**src/rtl/fnc_pkg.sv**
```systemverilog
package fnc_pkg;

    localparam int unsigned REF_HZ   = 32'd19_200_000;
    localparam int unsigned MIN_HZ   = 32'd350_000_000;
    localparam int unsigned MAX_HZ   = 32'd750_000_000;
    localparam int unsigned STEP_INT = REF_HZ / 1000;   // Hz per divider/1000 in integer mode
    localparam int unsigned STEP_FRC = REF_HZ / 500;    // Hz per divider/1000 with doubler
    localparam int unsigned MILLI    = 32'd1000;
    localparam int unsigned MEGA     = 32'd1_000_000;

    typedef enum logic [2:0] {
        ST_IDLE,
        ST_QREF,
        ST_QK,
        ST_QFRAC,
        ST_QSEED,
        ST_QCAL
    } st_e;

    typedef struct packed {
        logic        dbl;
        logic        frac;
        logic [5:0]  field;
        logic [15:0] seed;
        logic [7:0]  cal_hi;
        logic [7:0]  cal_lo;
        logic [3:0]  lpf;
    } cfg_t;

    // Loop-filter code: first limit at or above the rate wins.
    function automatic logic [3:0] lpf_lookup(input logic [31:0] r);
        if      (r <= 32'd479_500_000) return 4'd8;
        else if (r <= 32'd480_000_000) return 4'd11;
        else if (r <= 32'd575_500_000) return 4'd8;
        else if (r <= 32'd576_000_000) return 4'd12;
        else if (r <= 32'd610_500_000) return 4'd8;
        else if (r <= 32'd659_500_000) return 4'd9;
        else if (r <= 32'd671_500_000) return 4'd10;
        else if (r <= 32'd672_000_000) return 4'd14;
        else if (r <= 32'd708_500_000) return 4'd10;
        else                           return 4'd11;
    endfunction

endpackage

```
**src/rtl/fnc_div.sv**
```systemverilog
module fnc_div #(
    parameter int unsigned W = 32
) (
    input  logic         clk,
    input  logic         rst,
    input  logic         go_i,
    input  logic [W-1:0] num_i,
    input  logic [W-1:0] den_i,
    output logic [W-1:0] quo_o,
    output logic [W-1:0] rem_o,
    output logic         done_o
);
    localparam int unsigned CW = $clog2(W + 1);

    logic [W-1:0]  sh;
    logic [W-1:0]  dn;
    logic [W-1:0]  rm;
    logic [CW-1:0] cnt;
    logic          run;
    logic [W:0]    trial;

    assign trial = {rm, sh[W-1]};

    always_ff @(posedge clk) begin
        if (rst) begin
            sh     <= '0;
            dn     <= '0;
            rm     <= '0;
            cnt    <= '0;
            run    <= 1'b0;
            done_o <= 1'b0;
        end else begin
            done_o <= 1'b0;
            if (go_i) begin
                sh  <= num_i;
                dn  <= den_i;
                rm  <= '0;
                cnt <= CW'(W);
                run <= 1'b1;
            end else if (run) begin
                if (trial >= {1'b0, dn}) begin
                    rm <= W'(trial - {1'b0, dn});
                    sh <= {sh[W-2:0], 1'b1};
                end else begin
                    rm <= trial[W-1:0];
                    sh <= {sh[W-2:0], 1'b0};
                end
                cnt <= cnt - 1'b1;
                if (cnt == CW'(1)) begin
                    run    <= 1'b0;
                    done_o <= 1'b1;
                end
            end
        end
    end

    assign quo_o = sh;
    assign rem_o = rm;
endmodule

```
**src/rtl/fnc_readback.sv**
```systemverilog
module fnc_readback #(
    parameter int unsigned RATE_W = 32
) (
    input  logic              dbl_i,
    input  logic              frac_i,
    input  logic [5:0]        field_i,
    input  logic [15:0]       seed_i,
    output logic [RATE_W-1:0] rate_o
);
    import fnc_pkg::*;

    logic [63:0] eref;
    logic [63:0] whole;
    logic [63:0] part;
    logic [63:0] sum;

    always_comb begin
        eref  = dbl_i ? 64'(REF_HZ) * 64'd2 : 64'(REF_HZ);
        whole = eref * (64'(field_i) + 64'd1);
        part  = frac_i ? ((eref * 64'(seed_i)) >> 16) : 64'd0;
        sum   = whole + part;
    end

    assign rate_o = sum[RATE_W-1:0];
endmodule

```
**src/rtl/fnc_calc.sv**
```systemverilog
module fnc_calc #(
    parameter int unsigned RATE_W = 32
) (
    input  logic              clk,
    input  logic              rst,
    input  logic              start_i,
    input  logic [RATE_W-1:0] rate_i,
    output logic              busy_o,
    output logic              done_o,
    output logic              err_o,
    output logic              dbl_o,
    output logic              frac_o,
    output logic [5:0]        field_o,
    output logic [15:0]       seed_o,
    output logic [7:0]        cal_hi_o,
    output logic [7:0]        cal_lo_o,
    output logic [3:0]        lpf_o,
    input  logic              rb_dbl_i,
    input  logic              rb_frac_i,
    input  logic [5:0]        rb_field_i,
    input  logic [15:0]       rb_seed_i,
    output logic [RATE_W-1:0] rb_rate_o
);
    import fnc_pkg::*;

    st_e               st;
    logic              go;
    logic [RATE_W-1:0] opa, opb, quo, rmd;
    logic              dv_done;
    logic [RATE_W-1:0] q1, divx;
    logic              r1zero;
    logic              in_range;
    cfg_t              work, outr;
    logic              done_q, err_q;

    fnc_div #(.W(RATE_W)) u_div (
        .clk    (clk),
        .rst    (rst),
        .go_i   (go),
        .num_i  (opa),
        .den_i  (opb),
        .quo_o  (quo),
        .rem_o  (rmd),
        .done_o (dv_done)
    );

    fnc_readback #(.RATE_W(RATE_W)) u_rb (
        .dbl_i   (rb_dbl_i),
        .frac_i  (rb_frac_i),
        .field_i (rb_field_i),
        .seed_i  (rb_seed_i),
        .rate_o  (rb_rate_o)
    );

    assign in_range = (rate_i >= RATE_W'(MIN_HZ)) && (rate_i <= RATE_W'(MAX_HZ));

    always_ff @(posedge clk) begin
        if (rst) begin
            st     <= ST_IDLE;
            go     <= 1'b0;
            opa    <= '0;
            opb    <= '0;
            q1     <= '0;
            divx   <= '0;
            r1zero <= 1'b0;
            work   <= '0;
            outr   <= '0;
            done_q <= 1'b0;
            err_q  <= 1'b0;
        end else begin
            go     <= 1'b0;
            done_q <= 1'b0;
            case (st)
                ST_IDLE: if (start_i) begin
                    if (!in_range) begin
                        outr   <= '0;
                        err_q  <= 1'b1;
                        done_q <= 1'b1;
                    end else begin
                        work     <= '0;
                        work.lpf <= lpf_lookup(32'(rate_i));
                        go       <= 1'b1;
                        opa      <= rate_i;
                        opb      <= RATE_W'(STEP_INT);
                        st       <= ST_QREF;
                    end
                end
                ST_QREF: if (dv_done) begin
                    q1     <= quo;
                    r1zero <= (rmd == '0);
                    go     <= 1'b1;
                    opa    <= quo;
                    opb    <= RATE_W'(MILLI);
                    st     <= ST_QK;
                end
                ST_QK: if (dv_done) begin
                    go <= 1'b1;
                    if (r1zero && rmd == '0) begin
                        work.field <= quo[5:0] - 6'd1;
                        divx       <= q1;
                        opa        <= RATE_W'(q1 * RATE_W'(STEP_INT));
                        opb        <= RATE_W'(MEGA);
                        st         <= ST_QCAL;
                    end else begin
                        work.dbl  <= 1'b1;
                        work.frac <= 1'b1;
                        divx      <= q1 >> 1;
                        opa       <= q1 >> 1;
                        opb       <= RATE_W'(MILLI);
                        st        <= ST_QFRAC;
                    end
                end
                ST_QFRAC: if (dv_done) begin
                    work.field <= quo[5:0] - 6'd1;
                    go         <= 1'b1;
                    opa        <= rmd << 16;
                    opb        <= RATE_W'(MILLI);
                    st         <= ST_QSEED;
                end
                ST_QSEED: if (dv_done) begin
                    work.seed <= quo[15:0];
                    go        <= 1'b1;
                    opa       <= RATE_W'(divx * RATE_W'(STEP_FRC));
                    opb       <= RATE_W'(MEGA);
                    st        <= ST_QCAL;
                end
                ST_QCAL: if (dv_done) begin
                    outr        <= work;
                    outr.cal_hi <= quo[15:8];
                    outr.cal_lo <= quo[7:0];
                    err_q       <= 1'b0;
                    done_q      <= 1'b1;
                    st          <= ST_IDLE;
                end
                default: st <= ST_IDLE;
            endcase
        end
    end

    assign busy_o   = (st != ST_IDLE);
    assign done_o   = done_q;
    assign err_o    = err_q;
    assign dbl_o    = outr.dbl;
    assign frac_o   = outr.frac;
    assign field_o  = outr.field;
    assign seed_o   = outr.seed;
    assign cal_hi_o = outr.cal_hi;
    assign cal_lo_o = outr.cal_lo;
    assign lpf_o    = outr.lpf;
endmodule

```
**config.mk**
```make
export PLATFORM = sky130hd
export DESIGN_NAME = fnc_calc
export DESIGN_NICKNAME = d
export VERILOG_FILES = /design/src/rtl/fnc_pkg.sv /design/src/rtl/fnc_div.sv /design/src/rtl/fnc_readback.sv /design/src/rtl/fnc_calc.sv
export SDC_FILE = /design/constraint.sdc
export NUM_CORES = 1
export LEC_CHECK = 0
export BUFFER_PORTS_ARGS = -buffer_cell sky130_fd_sc_hd__buf_2
export CAP_MARGIN = 15
export CORE_MARGIN = 2
export CORE_UTILIZATION = 34
export DETAILED_ROUTE_END_ITERATION = 7
export HOLD_SLACK_MARGIN = 0.15
export PLACE_DENSITY = 0.57
export SLEW_MARGIN = 20
export SYNTH_ARGS = -nofsm -noshare
export SYNTH_HDL_FRONTEND = slang
export SYNTH_HIERARCHICAL = 1
export SYNTH_SLANG_ARGS = --single-unit
```
**constraint.sdc**
```tcl
create_clock -name clk -period 10.8 [get_ports clk]
set_input_delay 0.54 -clock clk [delete_from_list [all_inputs] [get_ports clk]]
set_output_delay 0.54 -clock clk [all_outputs]
set_load 0.005 [all_outputs]
```
==> summary.txt <==
Critical path
  – Critical path endpoint: rb_rate_o[29]
  – Worst flop-to-flop path startpoint: q1[5]$_SDFFE_PP0P_
  – Crit path launch: rb_dbl_i
  – Kind of critical path: in -> out
  – Worst EP required: ~10 ns
  – Setup crit start kind: primary input
  – Worst EP arrival: between 9 and 10 ns
  – Max FO, Critical Path: 14
  – FF-to-FF End: opa[25]$_SDFFE_PP0P_
  – Endpoint class of the critical path: output port
  – Critical-path top delay cell: fa_1
  – R2R cell count: 15
  – Most used cell along the critical path: fa_1
  – Slowest stage delay, CP: roughly 0.57 ns
  – R2R Setup Slk: around 6.0 ns

Synthesis
  – Synth warn: 6
  – Mapped cell area: between 0.02 and 0.03 mm2
  – Post-synth EDFFs: 0
  – Asr flop ratio synth: 0
  – Mean area per synthesized cell: about 8 um2
  – #FFs+latches synth: between 200 and 300
  – Post-synth cell types: 97
  – Post-synthesis sequential area ratio: 0.190
  – Dominant synthesized flop cell: dfxtp_1
  – Synth Instances: between 3000 and 4000

Clock tree
  – CTS tree: done
  – Hold Buf Count CTS: 0
  – Clk root buf: clkbuf_16
  – # H-tree levels: 2
  – Clk_lat worst skew: roughly 0.57 ns
  – Clock-pin slew on the worst setup and hold paths: about 0.05 ns
  – Max clock buf depth: 3
  – Clock Sinks: between 200 and 300
  – TritonCTS Buffers: 35

GRT
  – Largest net degree at the start of global routing: roughly 80
  – Grt total ovfl: 0
  – Wire length of the first global-routing pass: between 100 and 150 mm
  – Antenna violations before repair: 18
  – GRT Total Usage: 0.201
  – Vias in the first global route: ~24000

Routing
  – DRC violations left: 0
  – Avg Vias per Cell: between 5 and 6
  – Wire per inst: 18.2 um
  – Pre-antenna DRT Iters: 6
  – Initial DRC Count: between 1500 and 2000
  – Via count: between 20000 and 30000
  – Routed wire length: roughly 88 mm
  – Routed Antenna Nets: 0

Pwr
  – Pleak: between 10 and 15 nW
  – PD cells: roughly 330 mW/mm2
  – Total power: 10.4 mW
  – Worst vdd ir: roughly 0.00072 V

STA
  – Min cycle time layout: 10.18 ns
  – Slew margin rel.: 0.222
  – Clock Skew: between 0.02 and 0.025 ns
  – Crit share post-route: 0.943
  – WHS: 0.395 ns
  – Fmax: 98.2 MHz
  – Final hold vios: 0
  – Final setup TNS: 0 ns
  – Total count of max-transition violations in the final report: 0
  – RSZ-0062 raised after global routing: false
  – Endpoints failing setup: 0
  – Worst slew pin tran: roughly 1.2 ns

Worst hold path
  – HP Start: rst
  – Worst min-delay path class: in -> reg

Die
  – Initial Util: 0.342
  – Full die area: between 0.08 and 0.09 mm2
  – Rows: between 100 and 150
  – Core Region: ~0.085 mm2
  – Top Ports: between 100 and 150
  – Die width: between 200 and 300 um
  – Die height: about 300 um

Layout
  – Util after Layout: 0.377
  – Layout fillers: 8824
  – Most frequent cells in the layout: inv_1, ha_1, a21oi_1
  – Commonest non-fill, non-tap cell in the layout: inv_1
  – Fin nets: between 4000 and 5000
  – Layout Area Growth over Synthesis: 10.5%
  – Layout cell share with drive strength beyond 1: 0.0754

Place
  – Port Buf Inserts: between 100 and 150
  – DP HPWL: roughly 70 mm
  – GPL Wtd Cong: just over 0.9

Flow run
  – Max-cap viol count: 0

Status
  – Status: finished clean
## stage by stage
stage	instance area, um2	worst slack, ns	instances
after floorplan	29100	1.30	3634
after global placement	30800	0.553	4760
after detailed placement	30800	0.446	4760
after CTS	31900	0.409	4820
after global routing	32000	0.0866	4827
final	32000	0.616	4828
## area by class of cell
| type | count | area (um2) | share of cell area |
|---|---|---|---|
| diodes | 8 | 20.0 | 0.000626 |
| repair buffers | 164 | 895 | 0.0280 |
| clock buffers | 46 | 977 | 0.0306 |
| multi-input cells | 2658 | 21000 | 0.656 |
| flip-flops and latches | 275 | 5510 | 0.172 |
| inverters | 519 | 1950 | 0.0610 |
| well taps | 1144 | 1430 | 0.0448 |
| clock inverters | 14 | 195 | 0.00610 |
## state kept, by name, summed over array words and instances (netlist names), 3 cells and up
signal and flops:
u_div/quo_o 32, cal_lo_o 8, cal_hi_o 8, u_div/dn 32
opb 7, field_o 6, work 27, divx 23
st 3, q1 32, lpf_o 4, u_div/cnt 6
opa 32, u_div/rem_o 32, seed_o 16
## worst min path at each step
stage          depth (start not counted)                        end  slack, ns
2_1_floorplan                          2       work[0]$_SDFFE_PP0P_       0.42
3_3_place_gp                           2       opa[19]$_SDFFE_PP0P_       0.44
3_5_place_dp                           2    field_o[5]$_SDFFE_PP0P_       0.44
4_1_cts                                3        opa[3]$_SDFFE_PP0P_       0.43
5_1_grt                                2  u_div/dn[24]$_SDFFE_PP0P_       0.44
6_report                               2  u_div/dn[22]$_SDFFE_PP0P_       0.40
## power by group
group	internal, mW	total [mW]	switching, mW
Clock	0.719	1.22	0.500
Sequential	1.03	1.05	0.0192
Combinational	3.41	8.16	4.75
Total	5.16	10.4	5.27
## repair_timing
item | CTS | global route
gates resized for setup | 0 | 2
endpoints found under the setup margin | 0 | 5
buffers inserted | 0 | 0
hold endpoints to repair | 0 | 0
## logic make-up (layout without fill, tap and decap cells)
kind of cell             count (synthesis)  after routing  synth area share
adder cells (fa/ha/maj)                551            551             0.298
XOR/XNOR                               104            104            0.0315
AO/OA/AOI/OAI                          809            809             0.178
flip-flops                             275            275             0.190
buffers and inverters                  701            743            0.0924
multiplexers                           128            128            0.0447
other                                    3             65          0.000389
AND/OR/NAND/NOR                       1009           1009             0.165
## critical path, delay by kind of cell
kind,cells,cell delay (ns)
buffers and inverters,9,0.97
adders and majority gates,11,5.19
xor gates and xnor gates,1,0.16
AOI/OAI and AO/OA,8,1.78
and+or+nand+nor,4,1.01
## cells in the mapped netlist, types with 9 or more instances
master,n,area (um2)
a211o_1,9,78.8
a211oi_1,61,458
a21o_1,49,368
a21oi_1,308,1540
a222oi_1,11,110
a311oi_1,10,87.6
a31oi_1,36,225
a41oi_1,13,114
and2_1,22,138
and3_1,22,138
buf_1,11,41.3
buf_2,11,55.1
clkbuf_1,155,582
dfxtp_1,275,5510
fa_1,232,4640
ha_1,318,3980
inv_1,518,1940
mux2i_1,121,1210
nand2_1,308,1160
nand2b_1,40,250
nand3_1,110,551
nand3b_1,10,75.1
nand4_1,25,156
nor2_1,283,1060
nor2b_1,35,219
nor3_1,48,240
nor3b_1,14,105
nor4_1,21,131
o211ai_1,22,165
o21a_1,17,128
o21ai_0,136,681
o21bai_1,14,105
o22ai_1,13,81.3
o31ai_1,16,120
or2_2,17,106
or3_1,13,81.3
xnor2_1,79,692
xor2_1,25,219
## per-layer routing
metal / share of wire / vias to the layer above / track usage
met5: 0.0012 / - / 0
met1: 0.45 / 12200 / 0.272
met3: 0.057 / 146 / 0.0290
met2: 0.47 / 698 / 0.327
li1: - / 12300 / -
met4: 0.030 / 18 / 0.0698
(Power assumes the default switching activity.)
